File: src/rtl/drain_pkg.sv
package drain_pkg;
  localparam int REG_IDX_W = 4;
  localparam int REG_DAT_W = 8;

  typedef enum logic [2:0] {
    ST_IDLE,
    ST_POLL,
    ST_FLAGS,
    ST_DATA,
    ST_CLEAR,
    ST_FIN
  } drain_st_e;

  typedef struct packed {
    logic                 req;
    logic                 we;
    logic [REG_IDX_W-1:0] addr;
    logic [REG_DAT_W-1:0] wdata;
  } bus_op_t;
endpackage

File: src/rtl/drain_tally.sv
module drain_tally #(
  parameter int MAX_ITER = 32,
  localparam int CNT_W = $clog2(MAX_ITER + 1)
) (
  input  logic             clk,
  input  logic             rst,
  input  logic             clear,
  input  logic             bump,
  output logic [CNT_W-1:0] count,
  output logic             last,
  output logic             full
);
  localparam logic [CNT_W-1:0] LIMIT = CNT_W'(MAX_ITER);

  logic [CNT_W-1:0] cnt_q;

  always_ff @(posedge clk) begin
    if (rst)        cnt_q <= '0;
    else if (clear) cnt_q <= '0;
    else if (bump)  cnt_q <= cnt_q + 1'b1;
  end

  assign count = cnt_q;
  assign last  = (cnt_q == LIMIT - 1'b1);
  assign full  = (cnt_q == LIMIT);

  // the discard count never passes the iteration limit
  a_r7_count_bounded: assert property (@(posedge clk) disable iff (rst)
    cnt_q <= LIMIT);
endmodule

File: src/rtl/drain_fsm.sv
module drain_fsm import drain_pkg::*; #(
  parameter int READY_BIT = 0,
  parameter int PAR_BIT   = 4,
  parameter int OVR_BIT   = 5,
  parameter int FRM_BIT   = 6
) (
  input  logic                 clk,
  input  logic                 rst,
  input  logic                 start,
  input  logic                 ack,
  input  logic [REG_DAT_W-1:0] rdata,
  input  logic                 cnt_last,
  input  logic                 cnt_full,
  output drain_st_e            st_n,
  output logic                 bump,
  output logic                 clear,
  output logic                 done,
  output logic                 busy
);
  localparam logic [REG_DAT_W-1:0] ERR_MASK =
    REG_DAT_W'((1 << PAR_BIT) | (1 << OVR_BIT) | (1 << FRM_BIT));

  drain_st_e st_q;
  logic      err_q;

  always_comb begin
    st_n  = st_q;
    bump  = 1'b0;
    clear = 1'b0;
    case (st_q)
      ST_IDLE: if (start) begin
        st_n  = ST_POLL;
        clear = 1'b1;
      end
      ST_POLL:  if (ack) st_n = rdata[READY_BIT] ? ST_FLAGS : ST_FIN;
      ST_FLAGS: if (ack) st_n = ST_DATA;
      ST_DATA: if (ack) begin
        bump = 1'b1;
        if (err_q)         st_n = ST_CLEAR;
        else if (cnt_last) st_n = ST_FIN;
        else               st_n = ST_POLL;
      end
      ST_CLEAR: if (ack) st_n = cnt_full ? ST_FIN : ST_POLL;
      ST_FIN:   st_n = ST_IDLE;
      default:  st_n = ST_IDLE;
    endcase
  end

  always_ff @(posedge clk) begin
    if (rst) begin
      st_q  <= ST_IDLE;
      err_q <= 1'b0;
      done  <= 1'b0;
      busy  <= 1'b0;
    end else begin
      st_q <= st_n;
      done <= (st_n == ST_FIN);
      busy <= (st_n != ST_IDLE);
      if (st_q == ST_FLAGS && ack) err_q <= |(rdata & ERR_MASK);
    end
  end

  // a clear write is only ever entered for a flagged character
  a_r6_clear_after_flags: assert property (@(posedge clk) disable iff (rst)
    (st_n == ST_CLEAR && st_q != ST_CLEAR) |-> (st_q == ST_DATA && err_q));
endmodule

File: src/rtl/drain_bus.sv
module drain_bus import drain_pkg::*; #(
  parameter logic [REG_IDX_W-1:0] POLL_REG  = 4'd0,
  parameter logic [REG_IDX_W-1:0] FLAG_REG  = 4'd1,
  parameter logic [REG_IDX_W-1:0] DATA_REG  = 4'd8,
  parameter logic [REG_IDX_W-1:0] CMD_REG   = 4'd0,
  parameter logic [REG_DAT_W-1:0] CLEAR_CMD = 8'h30
) (
  input  logic      clk,
  input  logic      rst,
  input  logic      ack,
  input  drain_st_e st_n,
  output bus_op_t   op_q
);
  bus_op_t op_d;

  always_comb begin
    op_d = '0;
    case (st_n)
      ST_POLL:  begin op_d.req = 1'b1; op_d.addr = POLL_REG; end
      ST_FLAGS: begin op_d.req = 1'b1; op_d.addr = FLAG_REG; end
      ST_DATA:  begin op_d.req = 1'b1; op_d.addr = DATA_REG; end
      ST_CLEAR: begin
        op_d.req   = 1'b1;
        op_d.we    = 1'b1;
        op_d.addr  = CMD_REG;
        op_d.wdata = CLEAR_CMD;
      end
      default: op_d = '0;
    endcase
  end

  always_ff @(posedge clk) begin
    if (rst) op_q <= '0;
    else     op_q <= op_d;
  end

  // an outstanding request is held unchanged until acknowledged
  a_r10_hold_until_ack: assert property (@(posedge clk) disable iff (rst)
    (op_q.req && !ack) |=> (op_q.req && $stable(op_q)));
endmodule

File: src/rtl/rx_fifo_drain.sv
module rx_fifo_drain import drain_pkg::*; #(
  parameter int MAX_ITER = 32,
  parameter int READY_BIT = 0,
  parameter int PAR_BIT = 4,
  parameter int OVR_BIT = 5,
  parameter int FRM_BIT = 6,
  parameter logic [REG_IDX_W-1:0] POLL_REG = 4'd0,
  parameter logic [REG_IDX_W-1:0] FLAG_REG = 4'd1,
  parameter logic [REG_IDX_W-1:0] DATA_REG = 4'd8,
  parameter logic [REG_IDX_W-1:0] CMD_REG = 4'd0,
  parameter logic [REG_DAT_W-1:0] CLEAR_CMD = 8'h30,
  localparam int CNT_W = $clog2(MAX_ITER + 1)
) (
  input  logic                 clk,
  input  logic                 rst,
  input  logic                 start,
  output logic                 reg_req,
  output logic                 reg_we,
  output logic [REG_IDX_W-1:0] reg_addr,
  output logic [REG_DAT_W-1:0] reg_wdata,
  input  logic                 reg_ack,
  input  logic [REG_DAT_W-1:0] reg_rdata,
  output logic                 busy,
  output logic                 done,
  output logic [CNT_W-1:0]     drained
);
  drain_st_e st_n;
  bus_op_t   op_q;
  logic      bump, clear, cnt_last, cnt_full;

  drain_fsm #(
    .READY_BIT(READY_BIT), .PAR_BIT(PAR_BIT),
    .OVR_BIT(OVR_BIT), .FRM_BIT(FRM_BIT)
  ) u_fsm (
    .clk(clk), .rst(rst), .start(start), .ack(reg_ack), .rdata(reg_rdata),
    .cnt_last(cnt_last), .cnt_full(cnt_full), .st_n(st_n),
    .bump(bump), .clear(clear), .done(done), .busy(busy)
  );

  drain_tally #(.MAX_ITER(MAX_ITER)) u_tally (
    .clk(clk), .rst(rst), .clear(clear), .bump(bump),
    .count(drained), .last(cnt_last), .full(cnt_full)
  );

  drain_bus #(
    .POLL_REG(POLL_REG), .FLAG_REG(FLAG_REG), .DATA_REG(DATA_REG),
    .CMD_REG(CMD_REG), .CLEAR_CMD(CLEAR_CMD)
  ) u_bus (
    .clk(clk), .rst(rst), .ack(reg_ack), .st_n(st_n), .op_q(op_q)
  );

  assign reg_req   = op_q.req;
  assign reg_we    = op_q.we;
  assign reg_addr  = op_q.addr;
  assign reg_wdata = op_q.wdata;

  // an accepted start launches a poll read on the following cycle
  a_r2_start_launch: assert property (@(posedge clk) disable iff (rst)
    (!busy && start) |=> (reg_req && !reg_we && reg_addr == POLL_REG));

  // no register traffic while idle
  a_r3_idle_quiet: assert property (@(posedge clk) disable iff (rst)
    !busy |-> !reg_req);

  // the reported count holds while idle and not restarted
  a_r8_count_held: assert property (@(posedge clk) disable iff (rst)
    (!busy && !start) |=> $stable(drained));

  // completion is a single-cycle pulse
  a_r11_done_single: assert property (@(posedge clk) disable iff (rst)
    done |=> (!done && !busy));
endmodule

File: config.mk
export PLATFORM = sky130hd
export DESIGN_NAME = rx_fifo_drain
export DESIGN_NICKNAME = d
export VERILOG_FILES = /design/src/rtl/drain_pkg.sv /design/src/rtl/drain_tally.sv /design/src/rtl/drain_fsm.sv /design/src/rtl/drain_bus.sv /design/src/rtl/rx_fifo_drain.sv
export SDC_FILE = /design/constraint.sdc
export NUM_CORES = 1
export LEC_CHECK = 0
export ABC_AREA = 1
export BUFFER_PORTS_ARGS = -buffer_cell sky130_fd_sc_hd__buf_2
export CAP_MARGIN = 20
export CORE_MARGIN = 1.5
export CORE_UTILIZATION = 25
export DETAILED_ROUTE_END_ITERATION = 10
export REMOVE_ABC_BUFFERS = 1
export SETUP_SLACK_MARGIN = 0.02
export SLEW_MARGIN = 0
export SYNTH_ARGS = -nofsm -noshare
export SYNTH_HDL_FRONTEND = slang
export SYNTH_SLANG_ARGS = --single-unit
File: constraint.sdc
create_clock -name clk -period 2.5 [get_ports clk]
set_input_delay 0.125 -clock clk [delete_from_list [all_inputs] [get_ports clk]]
set_output_delay 0.125 -clock clk [all_outputs]
set_load 0.01 [all_outputs]
==> results of run 1 <==
==> stage by stage <==
step	instance area, sq um	utilization, %	instances
after CTS	1023	30.67	189
after detailed placement	987.2	29.58	185
after global placement	987.2	29.58	185
after floorplan	824.5	-	118
final	1023	30.67	189
after global routing	1023	30.67	189
==> synthesized netlist by cell type, drive strengths merged <==
| master | number | area (sq um) |
|---|---|---|
| nand2 | 25 | 108.9 |
| nor2 | 23 | 106.4 |
| inv | 22 | 82.57 |
| dfxtp | 16 | 320.3 |
| buf | 10 | 75.07 |
| nand3 | 7 | 50.05 |
| a21oi | 5 | 25.02 |
| o21ai | 3 | 15.01 |
| ha | 2 | 25.02 |
| nor3 | 2 | 10.01 |
| nor4 | 2 | 27.53 |
| a211oi | 1 | 7.510 |
| conb | 1 | 3.750 |
| o21bai | 1 | 7.510 |
| xnor2 | 1 | 8.760 |
==> routing by layer <==
metal | track usage [%] | vias up | wire length [um] | share of wire [%]
li1 | - | 393 | - | -
met1 | 9.944 | 324 | 710 | 47
met2 | 13.86 | 22 | 709 | 47
met3 | 3.986 | 0 | 92 | 6.1
met4 | 0.8333 | 0 | 0 | 0
met5 | 0 | - | 0 | 0
==> layout make-up <==
type / count / share of cell area (%)
Clock buffer: 4 / 3.545
Inverter: 22 / 8.068
Multi-Input combinational cell: 80 / 41.20
Sequential cell: 16 / 31.30
Tap cell: 46 / 5.623
Timing Repair Buffer: 21 / 10.27
==> state kept, by name, summed over array words and instances, names as in the netlist <==
name / count
u_tally.count: 6
u_fsm.st_q: 3
u_fsm.err_q: 1
u_bus.op_q: 4
u_fsm.done: 1
u_fsm.busy: 1
==> worst paths after layout <==
check                           depth (start not counted)  slack [ns]             start        endpoint
worst max-delay path                                   10        1.22  u_tally.count[0]  u_bus.op_q[13]
worst min-delay path                                    2        0.07               rst      u_fsm.done
worst max register to register                         10        1.22  u_tally.count[0]  u_bus.op_q[13]
worst min register to register                          2        0.50       u_fsm.err_q     u_fsm.err_q
==> logic make-up after synthesis <==
logic type | share of synthesized area, %
AO/OA/AOI/OAI | 6.303
other | 0.4294
adder cells (fa/ha/maj) | 2.865
AND/OR/NAND/NOR | 34.67
flip-flops | 36.68
buffers and inverters | 18.05
XOR/XNOR | 1.003
==> where the power goes <==
| part | internal (W) | switching [W] | total, W |
|---|---|---|---|
| clock | 0.0000887 | 0.0000846 | 0.000173 |
| sequential | 0.000266 | 0.00000693 | 0.000272 |
| combinational | 0.0000280 | 0.0000504 | 0.0000784 |
==> metrics.cfg, run 1 <==
[status]
status = complete, no violations

[synthesis]
ys_warn_count = 0
seq_area_frac_synth_pct = 36.68
synth.distinct_cells = 22
synthCells = 121
syn_area_per_cell_sq_um = 7.218
netlist_area_sq_um = 873.3
synth_seq_cells = 16

[setup_path]
crit_path_start_kind = flip-flop
end_kind = flip-flop
max_stage_delay_ns = 0.36
critical_path.most_common_cell = nand2_1
crit_fanout = 5
critPathTopFamily = simple AND/OR/NAND/NOR gates
worstPathRequired_ns = 2.70
cp_data_arrival_time_ns = 1.48
critPathBufInv = 2
worst_path_max_delay_cell = dfxtp_1
crit_chain = inv_1 > ha_1 > nand3_1 > nand2_1 > nand2_1 > nand3_2 > nand2_2 > nand2_2 > nand2_1 > inv_1
path_class = reg -> reg

[flow_run]
maxCapViolCount = 0

[route]
drc = 0
first_pass_iters = 4
ant_nets = 0
wire_per_inst_um = 8.000
first_iter_violations = 20
drt-vias-per-instance = 3.910
routed_wl_um = 1512
vias = 739

[clock_network]
cts-resized-gates = 0
cts_setup_buffers = 0
htree_levels = 1
clk_path_buf_depth = 2
cts_tree = built
clk_latency_ns = 0.29
cts_hold_buf = 0
clkTransAtPathRegs_ns = 0.10
cts_buffers = 3
clock-sinks = 16
cts_root_buf = clkbuf_4

[grt]
grt_pass1_wl_um = 2601
overflow = 0
first_global_vias = 647
antenna_found_initial = 0
gr-usage-all-layers_pct = 8.253
grt_max_degree = 10

[placement]
dpl_worst_slack_ns = 1.202
port_buffers = 21
dp_hpwl_um = 1202
place_congestion = 0.7317

[power_and_ir_drop]
power.leakage_nw = 0.5429
ir_worst_vdd_v = 0.0003559
total_power_w = 0.0005241
p_per_area_mw_per_mm2 = 512.1

[timing]
fin_tns_setup_ns = 0
rsz0062_at_grt = false
finalHoldWorstSlack_ns = 0.06965
finalMaxSlewViolations = 0
fin_skew_ns = 0.0009931
setup_viol = 0
hold_viol = 0
clock.fmax_mhz = 778.3
period_minus_slack_ns = 1.285
fin_crit_sh_pct = 51.40
fin_ws_ns = 1.215

[layout]
seq_area_sq_um = 320.3
multi_input_area_sq_um = 421.7
nFillCells = 365
diodes = 0
final_cell_mix = nand2_1, buf_2, nor2_1
area_delta_synth_final_pct = 17.19
layout-drive-gt1-share_pct = 28.67
fin_nets = 158

[floorplan]
initial_utilization_pct = 26.17
die_x_um = 62.11
row_count = 21
fp.dieH_um = 62.11
floorplan.core_area_sq_mm = 0.003337
dieArea_sq_mm = 0.003857
ioPinCount = 34

[worst_hold_path]
hp-class = in -> reg

Power figures use the tool's default switching activity.
==> inputs of run 2 (changes only) <==
==> constraint.sdc (replaced) <==
create_clock -name clk -period 1.3 [get_ports clk]
set_input_delay 0.065 -clock clk [delete_from_list [all_inputs] [get_ports clk]]
set_output_delay 0.065 -clock clk [all_outputs]
set_load 0.01 [all_outputs]
==> run 2 against run 1 <==
Global-route usage increased by 0.074 points. Final area grew 6.0%. Worst setup slack worse by 1.1 ns. Count of clock-buffer cells in the layout is the same. Final cell count grew 2.1%. Sequential power rose by 93%. Register-to-register slack got worse by 1.1 ns. Combinational power increased by 99%. Total power grew 93%. Sequential share of layout area down 0.96 points. Hold slack improved by 0.0070 ns.
==> metrics.cfg, run 2 (synthesized netlist as in run 1, its figures left out) <==
[power_and_ir_drop]
p_per_area_mw_per_mm2 = 934.1
switching_share_pct = 27.06
internal_power_w = 0.0007391
ir_worst_vdd_v = 0.0004982
combPwrFrac_pct = 15.4
total_power_w = 0.001013
p_sw_w = 0.0002742
pwr-share-seq_pct = 51.7
power.leakage_nw = 0.5604
pwr-share-clk_pct = 32.8

[grt]
gr-usage-all-layers_pct = 8.327
antenna_found_initial = 0
first_global_vias = 668
overflow = 0
grt_max_degree = 10
grt_pass1_wl_um = 2656

[setup_path]
worstPathRequired_ns = 1.50
critPathTopFamily = simple AND/OR/NAND/NOR gates
path_class = reg -> reg
crit_fanout = 3
cp_data_arrival_time_ns = 1.40
critPathBufInv = 2
crit_chain = inv_1 > ha_1 > nand3_1 > nand2_1 > nand2_1 > nand3_2 > nand2_2 > nand2_2 > nand2_1 > inv_1
worst_path_max_delay_cell = dfxtp_4
crit_path_start_kind = flip-flop
critical_path.most_common_cell = nand2_1
max_stage_delay_ns = 0.38
end_kind = flip-flop

[layout]
largest_reg_flops = 6
diodes = 0
final_cell_mix = nand2_1, buf_2, nor2_1
area_delta_synth_final_pct = 24.21
layout-drive-gt1-share_pct = 34.01
fin_nets = 162

[route]
drc = 0
wire_per_inst_um = 8.446
routed_wl_um = 1630
drt-vias-per-instance = 3.943
first_pass_iters = 4
vias = 761
ant_nets = 0
first_iter_violations = 25

[timing]
clock.fmax_mhz = 832.4
fin_ws_ns = 0.09872
fin_tns_setup_ns = 0
fin_skew_ns = 0.001899
hold_viol = 0
period_minus_slack_ns = 1.201
rsz0062_at_grt = true
fin_crit_sh_pct = 92.41
setup_viol = 0
finalMaxSlewViolations = 0

[clock_network]
cts_buffers = 3
clk_latency_ns = 0.29
htree_levels = 1
clkTransAtPathRegs_ns = 0.09
clk_path_buf_depth = 2
cts_root_buf = clkbuf_4
cts_tree = built
clock-sinks = 16

[placement]
place_congestion = 0.7880
dpl_worst_slack_ns = 0.05615
port_buffers = 21
dp_hpwl_um = 1274

[floorplan]
floorplan.core_area_sq_mm = 0.003337
initial_utilization_pct = 26.17
fp.dieH_um = 62.11
dieArea_sq_mm = 0.003857
die_x_um = 62.11
ioPinCount = 34
row_count = 21

[flow_run]
maxCapViolCount = 0

[worst_hold_path]
hp-class = in -> reg

[status]
status = complete, no violations

[run 2: worst reg2reg max path: stages, from the launching register on]
cell	delay (ns)
dfxtp_4	0.38
inv_1	0.05
ha_1	0.19
nand3_1	0.08
nand2_1	0.05
nand2_1	0.06
nand3_2	0.08
nand2_2	0.09
nand2_2	0.05
nand2_1	0.05
inv_1	0.03
[run 2: final cells by class]
| type | instances | area [sq um] |
|---|---|---|
| timing repair buffer | 25 | 140.1 |
| fill | 380 | 2252 |
| tap | 46 | 57.56 |
| clock buffer | 4 | 36.28 |
| inverter | 22 | 82.58 |
| sequential | 16 | 329.1 |
| multi-input combinational | 80 | 439.2 |
[run 2: path summary, 6_finish.rpt]
check / start / to / slack [ns] / cells after the start
min reg2reg: u_fsm.err_q / u_fsm.err_q / 0.50 / 2
min: reg_rdata[4] / u_fsm.err_q / 0.08 / 3
max: u_tally.count[0] / u_bus.op_q[13] / 0.1 / 10
max reg2reg: u_tally.count[0] / u_bus.op_q[13] / 0.1 / 10
[run 2: power groups by stage]
stage          clock network, W  logic, W  registers, W
2_1_floorplan                 0  0.000101      0.000543
3_3_place_gp                  0  0.000152      0.000536
3_5_place_dp                  0  0.000153      0.000536
4_1_cts                0.000351  0.000154      0.000524
5_1_grt                0.000377  0.000178      0.000527
6_report               0.000333  0.000156      0.000524
[run 2: what timing repair did]
item | in CTS | in global routing
hold buffers | 0 | 2
resized for setup | 0 | 9
endpoints found under the setup margin | 0 | 7
endpoints found under the hold margin | 0 | 3
buffers inserted | 0 | 1
[run 2: through the flow]
| stage | std cells | cell area, sq um | utilization (%) | hold WS (ns) |
|---|---|---|---|---|
| 3_5_place_dp | 186 | 994.7 | 29.81 | 0.3226 |
| 3_3_place_gp | 186 | 994.7 | 29.81 | 0.3194 |
| 6_report | 193 | 1085 | 32.51 | 0.07668 |
| 5_1_grt | 193 | 1085 | 32.51 | 0.1010 |
| 2_1_floorplan | 118 | 824.5 | - | 0.1374 |
| 4_1_cts | 190 | 1031 | 30.90 | 0.0009397 |
[run 2: layer usage]
layer  vias up  share of wire (%)  global-route usage, %
li1        405                  -                      -
met1       333                 45                  9.594
met2        23                 48                  14.54
met3         0                7.1                  3.986
met4         0                  0                 0.8333
met5         -                  0                      0
==> inputs of run 3 (changes only) <==
==> constraint.sdc (replaced) <==
create_clock -name clk -period 1 [get_ports clk]
set_input_delay 0.05 -clock clk [delete_from_list [all_inputs] [get_ports clk]]
set_output_delay 0.05 -clock clk [all_outputs]
set_load 0.01 [all_outputs]
==> run 3 against run 2 <==
The flow now finishes with violations (setup timing). Final cell count rose by 11%. Wire length grew 11%. Fmax rose by 2.1%. Worst setup slack worse by 0.28 ns. Sequential share of layout area decreased by 5.1 points. Global-route usage grew 1.3 points. Clock power is 28% higher. Core utilization rose by 8.5 points.
==> metrics.cfg, run 3 (synthesized netlist as in run 1, its figures left out) <==
[power_and_ir_drop]
combPwrFrac_pct = 19.1
p_sw_w = 0.0003735
total_power_w = 0.001355
internal_power_w = 0.0009820
switching_share_pct = 27.55
pwr-share-clk_pct = 31.3
ir_worst_vdd_v = 0.0007570
power.leakage_nw = 0.6767
p_per_area_mw_per_mm2 = 989.4
pwr-share-seq_pct = 49.6

[floorplan]
ioPinCount = 34
floorplan.core_area_sq_mm = 0.003337
initial_utilization_pct = 26.17
dieArea_sq_mm = 0.003857
row_count = 21
die_x_um = 62.11
fp.dieH_um = 62.11

[grt]
grt_pass1_wl_um = 3022
antenna_found_initial = 0
overflow = 0
gr-usage-all-layers_pct = 9.601
grt_max_degree = 10
first_global_vias = 757

[clock_network]
clk_path_buf_depth = 2
cts_root_buf = clkbuf_4
clk_latency_ns = 0.29
htree_levels = 1
clock-sinks = 16
clkTransAtPathRegs_ns = 0.09
cts_buffers = 3
cts_tree = built

[placement]
dp_hpwl_um = 1358
place_congestion = 0.7446
port_buffers = 21
placed_cells = 204
place_area_sq_mm = 0.001130

[route]
wire_per_inst_um = 8.425
first_pass_iters = 4
vias = 845
routed_wl_um = 1803
first_iter_violations = 24
drt-vias-per-instance = 3.949
ant_nets = 0
drc = 0

[setup_path]
crit_path_start_kind = flip-flop
end_kind = flip-flop
path_class = reg -> reg
cp_data_arrival_time_ns = 1.37
worstPathRequired_ns = 1.19
crit_fanout = 4

[timing]
rsz0062_at_grt = true
finalHoldWorstSlack_ns = 0.08698
hold_viol = 0
fin_skew_ns = 0.003484
clock.fmax_mhz = 849.5
fin_crit_sh_pct = 117.7
fin_ws_ns = -0.1771
setup_viol = 15
period_minus_slack_ns = 1.177
finalMaxSlewViolations = 0

[layout]
seq_area_sq_um = 345.3
final_cell_mix = nand2_1, buf_2, buf_4
fin_nets = 183
multi_input_area_sq_um = 500.5
layout-drive-gt1-share_pct = 52.38
diodes = 0
stdcell_count = 214
fin_util_pct = 41.06
postLayoutCellArea_sq_mm = 0.001370
final_common_cell = nand2_1
nFillCells = 364
largest_reg_flops = 6
area_delta_synth_final_pct = 56.88

[worst_hold_path]
hp-class = in -> reg

[status]
status = finished with violations
violations = setup timing

[flow_run]
maxCapViolCount = 0

-- run 3: cell count changes in the layout (fill, tap and decap cells not counted), sizes merged --
cell	delta
buf	+21
-- run 3: final cells by class --
class | instances | share of cell area (%)
multi-input cells | 80 | 36.53
flip-flops and latches | 16 | 25.21
repair buffers | 46 | 25.21
inverters | 22 | 6.210
well taps | 46 | 4.201
clock buffers | 4 | 2.648
-- run 3: layer usage --
metal	routed length (um)	GRT usage (%)
met3	107	3.804
met1	752	10.41
met5	0	0
met2	897	17.39
met4	45	2.500
-- run 3: stage by stage --
step	TNS [ns]	worst slack, ns
floorplan	-1.162	-0.2434
global placement	-2.156	-0.2410
detailed placement	-2.132	-0.2273
CTS	-1.357	-0.1662
global route	-2.818	-0.2633
finish	-1.432	-0.1771
-- run 3: critical path, cell delays in order (launching register included) --
cell and delay (ns):
dfxtp_4 0.39, buf_4 0.11, nand2_1 0.10, nor4_4 0.26, nand3_1 0.12, nand2_1 0.07, nor2_1 0.03
-- run 3: power by group through the flow --
stage               Clock (W)  Sequential (W)  Combinational, W
finish               0.000425        0.000672          0.000258
global route         0.000473        0.000677          0.000287
CTS                  0.000441        0.000678          0.000242
global placement            0        0.000696          0.000221
floorplan                   0        0.000705          0.000131
detailed placement          0        0.000696          0.000221
-- run 3: timing repair --
| action | CTS | global route |
|---|---|---|
| pin swaps | 3 | 1 |
| hold buffers | 2 | 0 |
| endpoints found under the hold margin | 3 | 0 |
| resized for setup | 22 | 27 |
| buffers inserted | 1 | 3 |
| endpoints found under the setup margin | 17 | 21 |
-- run 3: final timing paths --
kind / from / end / slack (ns) / depth (start not counted)
setup / recovery: u_tally.count[1] / u_tally.count[5] / -0.18 / 6
hold / removal: rst / u_fsm.st_q[2] / 0.09 / 4
setup reg to reg: u_tally.count[1] / u_tally.count[5] / -0.18 / 6
hold reg to reg: u_tally.count[2] / u_tally.count[2] / 0.56 / 2
